### config.mk
export PLATFORM = sky130hd
export DESIGN_NAME = nco_phase_ctrl
export DESIGN_NICKNAME = d
export VERILOG_FILES = /design/src/rtl/nco_pfc_pkg.sv /design/src/rtl/nco_pfc_regfile.sv /design/src/rtl/nco_pfc_accum.sv /design/src/rtl/nco_pfc_phase_sum.sv /design/src/rtl/nco_phase_ctrl.sv
export SDC_FILE = /design/constraint.sdc
export NUM_CORES = 1
export LEC_CHECK = 0
export ABC_AREA = 1
export BUFFER_PORTS_ARGS = -buffer_cell sky130_fd_sc_hd__buf_2
export CORE_UTILIZATION = 50
export CTS_CLUSTER_DIAMETER = 30
export DETAILED_ROUTE_END_ITERATION = 10
export PLACE_DENSITY = 0.74
export SLEW_MARGIN = 10
export SYNTH_ARGS = -nofsm -noshare
export SYNTH_HDL_FRONTEND = slang
export SYNTH_HIERARCHICAL = 1
export SYNTH_SLANG_ARGS = --single-unit
### constraint.sdc
create_clock -name clk -period 7.85 [get_ports clk]
set_input_delay 0.3925 -clock clk [delete_from_list [all_inputs] [get_ports clk]]
set_output_delay 0.3925 -clock clk [all_outputs]
set_load 0.01 [all_outputs]
### src/rtl/nco_pfc_pkg.sv
package nco_pfc_pkg;
  // Port address map; the order sets which half of which word is written.
  typedef enum logic [2:0] {
    ADR_CF_LO = 3'd0,
    ADR_CF_HI = 3'd1,
    ADR_OF_LO = 3'd2,
    ADR_OF_HI = 3'd3,
    ADR_PH    = 3'd4
  } cfg_addr_e;

  localparam int DEF_FREQ_W = 32;
  localparam int DEF_DATA_W = 16;
  localparam int DEF_PH_W   = 16;
  localparam int DEF_PSK_W  = 3;
  localparam int DEF_ADDR_W = 3;
endpackage

### src/rtl/nco_pfc_regfile.sv
module nco_pfc_regfile #(
  parameter int FREQ_W = 32,
  parameter int DATA_W = 16,
  parameter int PH_W   = 16,
  parameter int ADDR_W = 3
) (
  input  logic              clk,
  input  logic              rst_n,
  input  logic              cs_n,
  input  logic              wr_n,
  input  logic [ADDR_W-1:0] addr,
  input  logic [DATA_W-1:0] data,
  input  logic              ld_cf,
  input  logic              ld_of,
  input  logic              ld_ph,
  output logic [FREQ_W-1:0] cf_hold,
  output logic [FREQ_W-1:0] cf_act,
  output logic [FREQ_W-1:0] of_act,
  output logic [PH_W-1:0]   ph_act
);
  localparam int HALVES = FREQ_W / DATA_W;

  logic              wr_n_q;
  logic              wr_fire;
  logic [FREQ_W-1:0] cf_hold_q, cf_hold_d;
  logic [FREQ_W-1:0] of_hold_q, of_hold_d;
  logic [PH_W-1:0]   ph_hold_q, ph_hold_d;
  logic [FREQ_W-1:0] cf_act_q, cf_act_d;
  logic [FREQ_W-1:0] of_act_q, of_act_d;
  logic [PH_W-1:0]   ph_act_q, ph_act_d;

  assign wr_fire = wr_n & ~wr_n_q & ~cs_n;

  always_comb begin
    cf_hold_d = cf_hold_q;
    of_hold_d = of_hold_q;
    ph_hold_d = ph_hold_q;
    if (wr_fire) begin
      for (int h = 0; h < HALVES; h++) begin
        if (addr == ADDR_W'(h))
          cf_hold_d[h*DATA_W +: DATA_W] = data;
        if (addr == ADDR_W'(HALVES + h))
          of_hold_d[h*DATA_W +: DATA_W] = data;
      end
      if (addr == ADDR_W'(2*HALVES))
        ph_hold_d = data[PH_W-1:0];
    end
  end

  always_comb begin
    cf_act_d = ld_cf ? cf_hold_q : cf_act_q;
    of_act_d = ld_of ? of_hold_q : of_act_q;
    ph_act_d = ld_ph ? ph_hold_q : ph_act_q;
  end

  always_ff @(posedge clk or negedge rst_n) begin
    if (!rst_n) begin
      wr_n_q    <= 1'b1;
      cf_hold_q <= '0;
      of_hold_q <= '0;
      ph_hold_q <= '0;
      cf_act_q  <= '0;
      of_act_q  <= '0;
      ph_act_q  <= '0;
    end else begin
      wr_n_q    <= wr_n;
      cf_hold_q <= cf_hold_d;
      of_hold_q <= of_hold_d;
      ph_hold_q <= ph_hold_d;
      cf_act_q  <= cf_act_d;
      of_act_q  <= of_act_d;
      ph_act_q  <= ph_act_d;
    end
  end

  assign cf_hold = cf_hold_q;
  assign cf_act  = cf_act_q;
  assign of_act  = of_act_q;
  assign ph_act  = ph_act_q;
endmodule

### src/rtl/nco_pfc_accum.sv
module nco_pfc_accum #(
  parameter int FREQ_W = 32
) (
  input  logic              clk,
  input  logic              rst_n,
  input  logic              adv_en,
  input  logic              clr,
  input  logic              inhibit,
  input  logic [FREQ_W-1:0] cf,
  input  logic [FREQ_W-1:0] of,
  output logic [FREQ_W-1:0] acc
);
  logic [FREQ_W-1:0] step;
  logic [FREQ_W-1:0] acc_q, acc_d;

  assign step = cf + (inhibit ? '0 : of);

  always_comb begin
    if (clr)
      acc_d = '0;
    else if (adv_en)
      acc_d = acc_q + step;
    else
      acc_d = acc_q;
  end

  always_ff @(posedge clk or negedge rst_n) begin
    if (!rst_n) acc_q <= '0;
    else        acc_q <= acc_d;
  end

  assign acc = acc_q;
endmodule

### src/rtl/nco_pfc_phase_sum.sv
module nco_pfc_phase_sum #(
  parameter int FREQ_W = 32,
  parameter int PH_W   = 16,
  parameter int PSK_W  = 3
) (
  input  logic              clk,
  input  logic              rst_n,
  input  logic [FREQ_W-1:0] acc,
  input  logic [PH_W-1:0]   ph,
  input  logic [PSK_W-1:0]  psk,
  output logic [FREQ_W-1:0] arg
);
  localparam int PH_SH  = FREQ_W - PH_W;
  localparam int PSK_SH = FREQ_W - PSK_W;

  logic [PSK_W-1:0]  psk_q;
  logic [FREQ_W-1:0] ph_term, psk_term;
  logic [FREQ_W-1:0] arg_q, arg_d;

  assign ph_term  = {ph, {PH_SH{1'b0}}};
  assign psk_term = {psk_q, {PSK_SH{1'b0}}};
  assign arg_d    = acc + ph_term + psk_term;

  always_ff @(posedge clk or negedge rst_n) begin
    if (!rst_n) begin
      psk_q <= '0;
      arg_q <= '0;
    end else begin
      psk_q <= psk;
      arg_q <= arg_d;
    end
  end

  assign arg = arg_q;
endmodule

### src/rtl/nco_phase_ctrl.sv
module nco_phase_ctrl
  import nco_pfc_pkg::*;
#(
  parameter int FREQ_W = DEF_FREQ_W,
  parameter int DATA_W = DEF_DATA_W,
  parameter int PH_W   = DEF_PH_W,
  parameter int PSK_W  = DEF_PSK_W,
  parameter int ADDR_W = DEF_ADDR_W
) (
  input  logic              clk,
  input  logic              rst_n,
  input  logic              cfg_cs_n,
  input  logic              cfg_wr_n,
  input  logic [ADDR_W-1:0] cfg_addr,
  input  logic [DATA_W-1:0] cfg_data,
  input  logic              ld_cf_en,
  input  logic              ld_of_en,
  input  logic              ld_ph_en,
  input  logic              acc_en,
  input  logic              acc_init,
  input  logic              ofs_inhibit,
  input  logic [PSK_W-1:0]  psk_sel,
  output logic [FREQ_W-1:0] phase_out
);
  logic              rst_meta_q, rst_sync_q;
  logic [FREQ_W-1:0] cf_hold, cf_act, of_act, acc;
  logic [PH_W-1:0]   ph_act;

  // Reset asserts at once and releases two clocks later.
  always_ff @(posedge clk or negedge rst_n) begin
    if (!rst_n) begin
      rst_meta_q <= 1'b0;
      rst_sync_q <= 1'b0;
    end else begin
      rst_meta_q <= 1'b1;
      rst_sync_q <= rst_meta_q;
    end
  end

  nco_pfc_regfile #(
    .FREQ_W(FREQ_W), .DATA_W(DATA_W), .PH_W(PH_W), .ADDR_W(ADDR_W)
  ) regs_i (
    .clk(clk), .rst_n(rst_sync_q),
    .cs_n(cfg_cs_n), .wr_n(cfg_wr_n), .addr(cfg_addr), .data(cfg_data),
    .ld_cf(ld_cf_en), .ld_of(ld_of_en), .ld_ph(ld_ph_en),
    .cf_hold(cf_hold), .cf_act(cf_act), .of_act(of_act), .ph_act(ph_act)
  );

  nco_pfc_accum #(.FREQ_W(FREQ_W)) accum_i (
    .clk(clk), .rst_n(rst_sync_q),
    .adv_en(acc_en), .clr(acc_init), .inhibit(ofs_inhibit),
    .cf(cf_act), .of(of_act), .acc(acc)
  );

  nco_pfc_phase_sum #(
    .FREQ_W(FREQ_W), .PH_W(PH_W), .PSK_W(PSK_W)
  ) sum_i (
    .clk(clk), .rst_n(rst_sync_q),
    .acc(acc), .ph(ph_act), .psk(psk_sel), .arg(phase_out)
  );
endmodule

Word level (Yosys, flattened, before mapping)
Index checks and enable logic that the tools add are counted.
- flip-flop bits (word level): 230
- bits in latches: 0
- bits in writable memories: 0
- memory bits (read-only): 0
- input bits: 32
- output and inout bits: 32
- logic and storage cells: 36
- memories kept: 0
- $add $sub $neg: 4
- $mul: 0
- divide/modulo/power cells: 0
- magnitude comparators: 0
- equality and inequality tests: 4
- shifts and indexed selects: 0
- multiplexer cells: 3
- bitwise gates (word level): 4
- reductions and logical operators: 7
- operators with widths (kind ; number):
    32-bit adder ; 4
    32-bit two-way mux ; 3
    2-bit AND reduction ; 5
    3-bit by 2-bit == test with 1-bit output (second input constant) ; 2
    3-bit by 1-bit == test with 1-bit output (second input constant) ; 1
    3-bit == test (second input constant) ; 1
    3-bit logical NOT ; 1
    1-bit AND ; 2
    1-bit inverter ; 2
    2-bit nonzero test ; 1

Logic depth before layout (Yosys ltp)
Gate-level depths: netlist (run 1).
- depth in word-level cells: 5
- mapped depth: 16
- mapped depth without buffers: 16

Modules after synthesis
Netlist (run 1), hierarchy kept.
- modules (own cells, without submodules) (module ; times used ; cells an instance ; area each (sq um) ; seq. area each (sq um)):
    nco_pfc_regfile ; 1 ; 529 ; 6237.2 ; 4030.1
    nco_pfc_accum ; 1 ; 689 ; 4336.7 ; 800.8
    nco_pfc_phase_sum ; 1 ; 215 ; 1945.6 ; 875.8
    nco_phase_ctrl ; 1 ; 3 ; 53.8 ; 50.0

Least setup slack after synthesis (run 1)
Ideal clock, no wire load.
- path kind: input to register
- start point: input port ofs_inhibit
- end point: register accum_i.acc_q[25], in the netlist accum_i/acc[25]
- setup time: 0.117 ns
- arrival: 2.568 ns
- slack: 5.164 ns
- stages on the path: 15
- buffers on the path: 1
- cell sequence: clkbuf_1 nor2_1 fa_1 ha_1 fa_1 nand3_1 nand3_1 nand2_1 nand2_2 nand2_1 nand2_2 nand2_2 nand3_1 nand3_1 nand2_1
- longest elaborated chain between the ends: 5
- RTL lines (what ; RTL line ; RTL):
    start, declared ; nco_phase_ctrl.sv:21 ; input logic ofs_inhibit,
    32-bit two-way mux ; nco_pfc_accum.sv:16 ; assign step = cf + (inhibit ? '0 : of);
    32-bit adder ; nco_pfc_accum.sv:16 ;
    32-bit adder ; nco_pfc_accum.sv:22 ; acc_d = acc_q + step;
    32-bit two-way mux ; nco_pfc_accum.sv:21 ; else if (adv_en)
    32-bit two-way mux ; nco_pfc_accum.sv:19 ; if (clr)
    end signal, assigned ; nco_pfc_accum.sv:28 ; if (!rst_n) acc_q <= '0;
    end signal, assigned ; nco_pfc_accum.sv:29 ; else acc_q <= acc_d;
    end, declared ; nco_pfc_accum.sv:14 ; logic [FREQ_W-1:0] acc_q, acc_d;
No other way between the ends. The select of a mux whose other input is x is not followed.
A chain may end at the register's enable or synchronous reset.

Worst setup path in the final report (run 1)
Same ends and word-level chain as after synthesis.

==> results of run 1 <==
==> cells in the mapped netlist (2+ instances only) <==
cell / number
sky130_fd_sc_hd__o21ai_0: 13
sky130_fd_sc_hd__or2_0: 2
sky130_fd_sc_hd__a21oi_2: 2
sky130_fd_sc_hd__and2_1: 2
sky130_fd_sc_hd__nand3_2: 5
sky130_fd_sc_hd__buf_4: 3
sky130_fd_sc_hd__dfrtp_1: 229
sky130_fd_sc_hd__ha_1: 57
sky130_fd_sc_hd__inv_2: 11
sky130_fd_sc_hd__a31oi_1: 2
sky130_fd_sc_hd__nand2_1: 480
sky130_fd_sc_hd__nor3_1: 4
sky130_fd_sc_hd__nor3_2: 4
sky130_fd_sc_hd__mux2_2: 76
sky130_fd_sc_hd__clkbuf_1: 10
sky130_fd_sc_hd__fa_1: 35
sky130_fd_sc_hd__nor2_4: 5
sky130_fd_sc_hd__a21oi_1: 39
sky130_fd_sc_hd__a32o_1: 2
sky130_fd_sc_hd__xnor2_1: 6
sky130_fd_sc_hd__or2_2: 2
sky130_fd_sc_hd__nand2_2: 23
sky130_fd_sc_hd__buf_2: 23
sky130_fd_sc_hd__nand3_1: 125
sky130_fd_sc_hd__mux2_1: 4
sky130_fd_sc_hd__inv_1: 159
sky130_fd_sc_hd__buf_6: 2
sky130_fd_sc_hd__a22o_1: 3
sky130_fd_sc_hd__nor2_2: 4
sky130_fd_sc_hd__xor2_1: 7
sky130_fd_sc_hd__nand4_1: 6
sky130_fd_sc_hd__o21ai_1: 4
sky130_fd_sc_hd__nor2_1: 80
==> per-layer routing <==
metal | GRT usage [%] | vias up
met3 | 3.74 | 62
met5 | 0 | -
li1 | - | 4725
met4 | 7.45 | 0
met1 | 38.6 | 4705
met2 | 39.6 | 326
==> through the flow <==
step / area, sq um / util, % / instances
final: 14900 / 60.8 / 1879
after global routing: 14900 / 60.8 / 1879
after CTS: 14900 / 60.8 / 1879
after detailed placement: 13100 / 53.7 / 1790
after global placement: 13100 / 53.7 / 1790
after floorplan: 12600 / - / 1436
==> power by group through the flow <==
stage	logic [mW]	registers [mW]	clock network, mW
floorplan	0.982	1.67	0
global placement	1.37	1.70	0
detailed placement	1.40	1.71	0
CTS	1.42	1.70	2.11
global route	1.61	1.73	2.18
finish	1.43	1.69	2.09
==> final cells by class <==
| cell class | count | area share [%] |
|---|---|---|
| clock buffer | 55 | 8.23 |
| clock inverter | 29 | 3.06 |
| inverter | 170 | 4.29 |
| multi-input combinational | 998 | 40.3 |
| sequential | 230 | 38.7 |
| tap | 324 | 2.73 |
| timing repair buffer | 73 | 2.71 |
==> worst paths after layout <==
path | end | slack, ps | cells past startpoint
setup / recovery | accum_i/acc[25] | 5010 | 15
hold reg to reg | rst_sync_q | 350 | 0
min in group clk | regs_i/cf_hold[1] | 190 | 3
max in group asynchronous | accum_i/acc[10] | 5700 | 1
setup reg to reg | accum_i/acc[25] | 5120 | 15
hold / removal | rst_sync_q | 190 | 2
==> state kept, by name (all words and copies together), names as in the netlist, 3 cells and up <==
name and count:
accum_i/acc 32, regs_i/cf_act 32, regs_i/cf_hold 32, regs_i/of_act 32, regs_i/of_hold_q 32, sum_i/arg 32
regs_i/ph_act 16, regs_i/ph_hold_q 16, sum_i/psk_q 3
==> logic make-up after synthesis <==
kind of cell	after synthesis	share of synthesized area, %
simple gates	745	25.3
flops	230	45.8
buf+inv	208	6.65
fa+ha+maj	92	11.2
mux	80	7.16
compound gates	67	2.96
xor+xnor	13	0.906
other cells	1	0.0298
==> key figures, run 1 <==
STA
  – Fin. Hold Viols: 0
  – Setup WS post-layout: 5010 ps
  – Final critical-path share of the clock period: 36.2%
  – Unrepaired setup endpoints after global routing: false
  – Worst slew margin relative to its limit: 31.9%
  – Minimum hold slack: 187 ps
  – Clock Skew: 19.8 ps
  – Maximum achievable frequency: 0.352 GHz
  – Total negative slack: 0 ps
  – Final min period: 2840 ps
  – Final Max Slew Viols: 0
  – Final setup violation count: 0
  – Least-Margin Pin Slew: 1020 ps

Layout
  – Layout fillers: 2067
  – Diodes inserted: 0
  – Leading cell type in the layout, fill and taps excluded: sky130_fd_sc_hd__nand2_1
  – Most frequent cells in the layout: 480 x sky130_fd_sc_hd__nand2_1, 228 x sky130_fd_sc_hd__dfrtp_1, 159 x sky130_fd_sc_hd__inv_1
  – Reg area: 5760 sq um
  – NumNets Final: 1643
  – Fraction of layout instances using a drive strength above 1: 18.3%
  – Area of combinational cells with multiple inputs: 5990 sq um
  – Area overhead of the layout relative to synthesis: 18.3%

Power and ir drop
  – Share of total power in sequential cells: 32.5%
  – Power share of the combinational group: 27.5%
  – Leakage dissipation: 8.28 nW
  – Switching fraction of total power: 33.8%
  – Worst IR Drop VDD: 190 uV
  – P_sw: 1.76 mW
  – Total power draw: 5.22 mW
  – Clock share of power: 40.0%
  – Power density normalized to cell area: 351 nW/um^2
  – Cell internal pwr: 3.45 mW

Synthesis
  – Sequential element share of the synthesized area: 45.8%
  – Distinct cells, synth: 40
  – Proportion of synthesized flip-flops having asynchronous set or reset: 100%
  – Library cell with the largest summed area after synthesis: sky130_fd_sc_hd__dfrtp_1
  – Commonest register cell after synthesis: sky130_fd_sc_hd__dfrtp_1
  – Flip-flop and latch count after synthesis: 230
  – Per-instance average area after synthesis: 8.76 sq um
  – Synth top area cells: sky130_fd_sc_hd__dfrtp_1 46%, sky130_fd_sc_hd__nand2_1 14%, sky130_fd_sc_hd__mux2_2 6.8%
  – Number of warning messages in the yosys log: 6
  – Area share of the leading cell type in the synthesized netlist: 45.6%
  – Number of enable-type register cells in the synthesized netlist: 0
  – Post-synthesis net count: 1560
  – Synthesized instance count: 1436
  – Cell Area, Synth: 12600 sq um

CTS
  – Clock-pin slew of the registers on the worst-case setup and hold paths: 50 ps
  – PostCTS Resize Cnt: 0
  – Clock Tree Buf Depth: 3
  – Number of buffers inserted to repair setup after CTS: 0
  – Number of clock sinks: 230
  – Total of hold buffers inserted after clock tree synthesis: 5
  – TritonCTS clock tree: yes
  – CTS Root Cell: sky130_fd_sc_hd__clkbuf_16
  – Number of buffers created by CTS: 46
  – Worst skew pair latency: 540 ps
  – Max H-tree Level: 2

Placed design
  – Half-perimeter wire length of the detailed placement result: 22.6 mm
  – Post-place setup slack: 4530 ps
  – RePlAce Congestion: 0.902
  – Port buffer count: 63

Route
  – Metal-1 WL: 15.1 mm
  – Vias per Instance: 5.23
  – Top routing layer in use: met4
  – Total iterations of the first detailed-routing run: 7
  – Detail Route met2 WL: 14.2 mm
  – Starting DRC count in detailed routing: 919
  – Per-cell routed wire length: 17.1 um
  – Amount of wire on met3 after detailed routing: 2.12 mm
  – DR DRC count: 0
  – Detailed Route WL: 32.2 mm
  – Number of nets with antenna violations after routing: 0
  – Total number of vias: 9818

Worst hold path
  – Type of the most critical hold path: in -> async

Worst setup path
  – Family with the most delay on the worst path: adder cells
  – Critical path class: in -> reg
  – Cell at the slowest stage of the critical path: sky130_fd_sc_hd__buf_2
  – Critical path launch point: ofs_inhibit
  – Kind of end point of the critical path: register
  – Nature of the critical path startpoint: input port
  – Critical path's most frequent cell: sky130_fd_sc_hd__nand3_1
  – Number of buffer and inverter instances along the worst setup path: 1
  – Arrival @ worst endpoint: 3250 ps
  – FF-to-FF Start: regs_i/of_act[1]
  – Largest stage delay on the critical path: 570 ps
  – Required time worst endpoint: 8260 ps
  – Worst Path Max Fanout: 32
  – Sequence of cells on the critical path: buf_2, nor2_1, fa_1, ha_1, fa_1, nand3_1, nand3_1, nand2_1, nand2_2, nand2_1, nand2_2, nand2_2, nand3_1, nand3_1, nand2_1

Run
  – Number of violations of the max-capacitance limit: 0

Global route
  – Overall overflow remaining after global route: 0
  – Pin count of the biggest net entering global routing: 86
  – Via count of the first global-routing pass: 9557
  – Antenna violations before repair: 0
  – Global routing usage summed across all routing layers: 26.0%
  – Wire length of the first global-routing pass: 52.0 mm

Die
  – Die Span X: 161 um
  – Floorplan core area: 24500 sq um
  – Row count: 57
  – Starting density of the core: 51.4%
  – Die height: 161 um
  – DIE AREA: 25800 sq um
  – IO Count: 64

Outcome
  – Outcome: finished clean
Note: power is estimated with default switching activity, not from simulation.
==> run 2: changes to the inputs <==
Settings changed: ABC_AREA 1 to 0.
Clock period 7.85 ns to 2.8 ns, I/O delays scaled along.
==> run 2 against run 1 <==
Net effect: the run now ends with setup timing left; sequential power rose to 2.9 times the previous value; final cell count down 24%; largest power group is now combinational logic; clock skew down 2.7 ps; die area down 7.5%; setup slack worse by 5300 ps; clock-buffer cell count down 3; via count down 19%; non-clock buffer count up 120.
==> key figures, run 2 <==
Synthesis
  – Commonest register cell after synthesis: sky130_fd_sc_hd__dfrtp_1
  – Number of enable-type register cells in the synthesized netlist: 0
  – Distinct cells, synth: 69
  – Cell Area, Synth: 11600 sq um
  – Synthesized instance count: 915
  – Area share of the leading cell type in the synthesized netlist: 49.3%
  – Proportion of synthesized flip-flops having asynchronous set or reset: 100%
  – Sequential element share of the synthesized area: 49.6%
  – Synth top area cells: sky130_fd_sc_hd__dfrtp_1 49%, sky130_fd_sc_hd__mux2_2 16%, sky130_fd_sc_hd__ha_1 6.1%
  – Library cell with the highest instance count after synthesis: sky130_fd_sc_hd__dfrtp_1
  – Per-instance average area after synthesis: 12.7 sq um
  – Post-synthesis net count: 1039
  – Flip-flop and latch count after synthesis: 230
  – Library cell with the largest summed area after synthesis: sky130_fd_sc_hd__dfrtp_1
  – Most frequent cells after synthesis: 229 x sky130_fd_sc_hd__dfrtp_1, 160 x sky130_fd_sc_hd__mux2_2, 57 x sky130_fd_sc_hd__ha_1
  – Number of warning messages in the yosys log: 6

STA
  – Maximum achievable frequency: 0.319 GHz
  – Final critical-path share of the clock period: 112%
  – Least-Margin Pin Slew: 960 ps
  – Setup WS post-layout: -336 ps
  – Fin. Hold Viols: 0
  – Final setup violation count: 20
  – Clock Skew: 17.1 ps
  – Final min period: 3140 ps
  – Final Max Slew Viols: 0
  – Total negative slack: -4030 ps
  – Unrepaired setup endpoints after global routing: true
  – Worst slew margin relative to its limit: 36.0%

Worst setup path
  – Worst setup slack for register-to-register paths: -340 ps
  – FF-to-FF path depth: 10
  – Critical path class: reg -> reg
  – FF-to-FF Start: regs_i/of_act[2]
  – Kind of end point of the critical path: register
  – Required time worst endpoint: 3200 ps
  – Arrival @ worst endpoint: 3540 ps
  – Worst Path Max Fanout: 3
  – Nature of the critical path startpoint: register
  – Reg-to-reg endpoint: accum_i/acc[28]

CTS
  – Number of clock sinks: 230
  – Worst skew pair latency: 520 ps
  – CTS Root Cell: sky130_fd_sc_hd__clkbuf_16
  – Clock Tree Buf Depth: 3
  – Clock-pin slew of the registers on the worst-case setup and hold paths: 50 ps
  – Number of buffers created by CTS: 43
  – Max H-tree Level: 2
  – TritonCTS clock tree: yes

Global route
  – Pin count of the biggest net entering global routing: 62
  – Via count of the first global-routing pass: 8416
  – Overall overflow remaining after global route: 0
  – Antenna violations before repair: 1
  – Global routing usage summed across all routing layers: 24.4%
  – Wire length of the first global-routing pass: 45.2 mm

Route
  – Starting DRC count in detailed routing: 483
  – Total iterations of the first detailed-routing run: 5
  – Total number of vias: 7971
  – Detailed Route WL: 27.5 mm
  – Vias per Instance: 5.55
  – Per-cell routed wire length: 19.1 um
  – Number of nets with antenna violations after routing: 0
  – DR DRC count: 0

Outcome
  – Violated checks: setup timing
  – Outcome: finished with violations

Power and ir drop
  – Power density normalized to cell area: 1090 nW/um^2
  – Worst IR Drop VDD: 464 uV
  – Leakage dissipation: 7.30 nW

Layout
  – Reg area: 5760 sq um
  – Number of non-filler instances in the completed layout: 1437
  – Most frequent cells in the layout: 228 x sky130_fd_sc_hd__dfrtp_1, 160 x sky130_fd_sc_hd__mux2_2, 105 x sky130_fd_sc_hd__buf_4
  – Layout fillers: 1641
  – Leading cell type in the layout, fill and taps excluded: sky130_fd_sc_hd__dfrtp_1
  – Fraction of layout instances using a drive strength above 1: 41.2%
  – NumNets Final: 1242
  – Final instance area: 15100 sq um
  – Area of combinational cells with multiple inputs: 5980 sq um
  – Area overhead of the layout relative to synthesis: 29.7%

Placed design
  – Half-perimeter wire length of the detailed placement result: 18.9 mm
  – Post-Place Cells: 1322
  – RePlAce Congestion: 0.902
  – Port buffer count: 63
  – Post-place setup slack: -351 ps
  – DP Area: 12900 sq um

Run
  – Number of violations of the max-capacitance limit: 0

Worst hold path
  – Worst Hold End: regs_i/cf_hold[12]
  – Start point of the worst min-delay path: cfg_data[12]
  – Hold depth: 2
  – Type of the most critical hold path: in -> reg

Die
  – IO Count: 64
  – DIE AREA: 23800 sq um
  – Row count: 55
  – Die Span X: 154 um
  – Starting density of the core: 51.1%
  – Die height: 154 um
  – Floorplan core area: 22700 sq um
==> run 2: power breakdown <==
group	switching, mW	internal (mW)
logic	3.15	3.18
registers	0.627	4.23
clock network	1.76	3.50
==> run 2: per-layer routing <==
metal  wire length (um)  track usage, %  part of all wire [%]
met5                  0               0                     0
met1              12800            34.4                    47
met2              12800            38.9                    47
met4                599            6.79                   2.2
met3               1210            4.12                   4.4
==> run 2: critical path: stages, from the launching register on <==
cell                       delay [ps]
sky130_fd_sc_hd__dfrtp_1          380
sky130_fd_sc_hd__nor2b_4          130
sky130_fd_sc_hd__fa_1             470
sky130_fd_sc_hd__buf_6            140
sky130_fd_sc_hd__ha_4             270
sky130_fd_sc_hd__a211oi_4          60
sky130_fd_sc_hd__o21a_1           210
sky130_fd_sc_hd__or4_4            540
sky130_fd_sc_hd__a31oi_4          260
sky130_fd_sc_hd__a31oi_4          160
sky130_fd_sc_hd__o41ai_2          390
==> run 2: cells by family (layout without fill, tap and decap cells) <==
kind of cell,Yosys count,after routing,synth area share (%)
fa+ha+maj,92,92,12.2
mux,175,175,16.8
xor+xnor,34,34,2.56
flops,230,230,49.6
compound gates,150,150,8.89
buf+inv,47,283,1.73
other cells,1,2,0.0323
simple gates,186,186,8.23
==> run 2: metrics by stage <==
stage	hold slack, ps	power [mW]	utilization [%]
floorplan	-156	8.44	-
global placement	-74.4	10.5	57.0
detailed placement	-68.5	10.6	57.0
CTS	3.59	16.3	65.6
global route	1.98	17.5	66.3
finish	6.88	16.4	66.3
==> run 2: what timing repair did <==
action | 4_1_cts | 5_1_grt
endpoints found under the setup margin | 20 | 25
hold endpoints to repair | 64 | 0
resized for setup | 36 | 29
hold buffers | 18 | 0
pin swaps | 30 | 22
buffers inserted | 12 | 6
==> run 2: how the worst max path moves through the flow <==
stage                           startpoint               to  slack [ps]  depth (start not counted)
after global routing      regs_i/of_act[8]  accum_i/acc[28]        -410                          9
after CTS                 regs_i/of_act[2]  accum_i/acc[30]        -290                         11
after floorplan           regs_i/of_act[1]  accum_i/acc[19]        -230                         11
after global placement         ofs_inhibit  accum_i/acc[30]        -300                         12
final                     regs_i/of_act[2]  accum_i/acc[28]        -340                         10
after detailed placement       ofs_inhibit  accum_i/acc[30]        -350                         12
==> run 2: layout make-up <==
cell class | instances | share of cell area (%)
well taps | 285 | 2.37
clock inverters | 26 | 2.21
flip-flops and latches | 230 | 38.3
repair buffers | 193 | 9.28
clock buffers | 52 | 7.84
inverters | 12 | 0.299
diodes | 1 | 0.0166
multi-input cells | 638 | 39.7
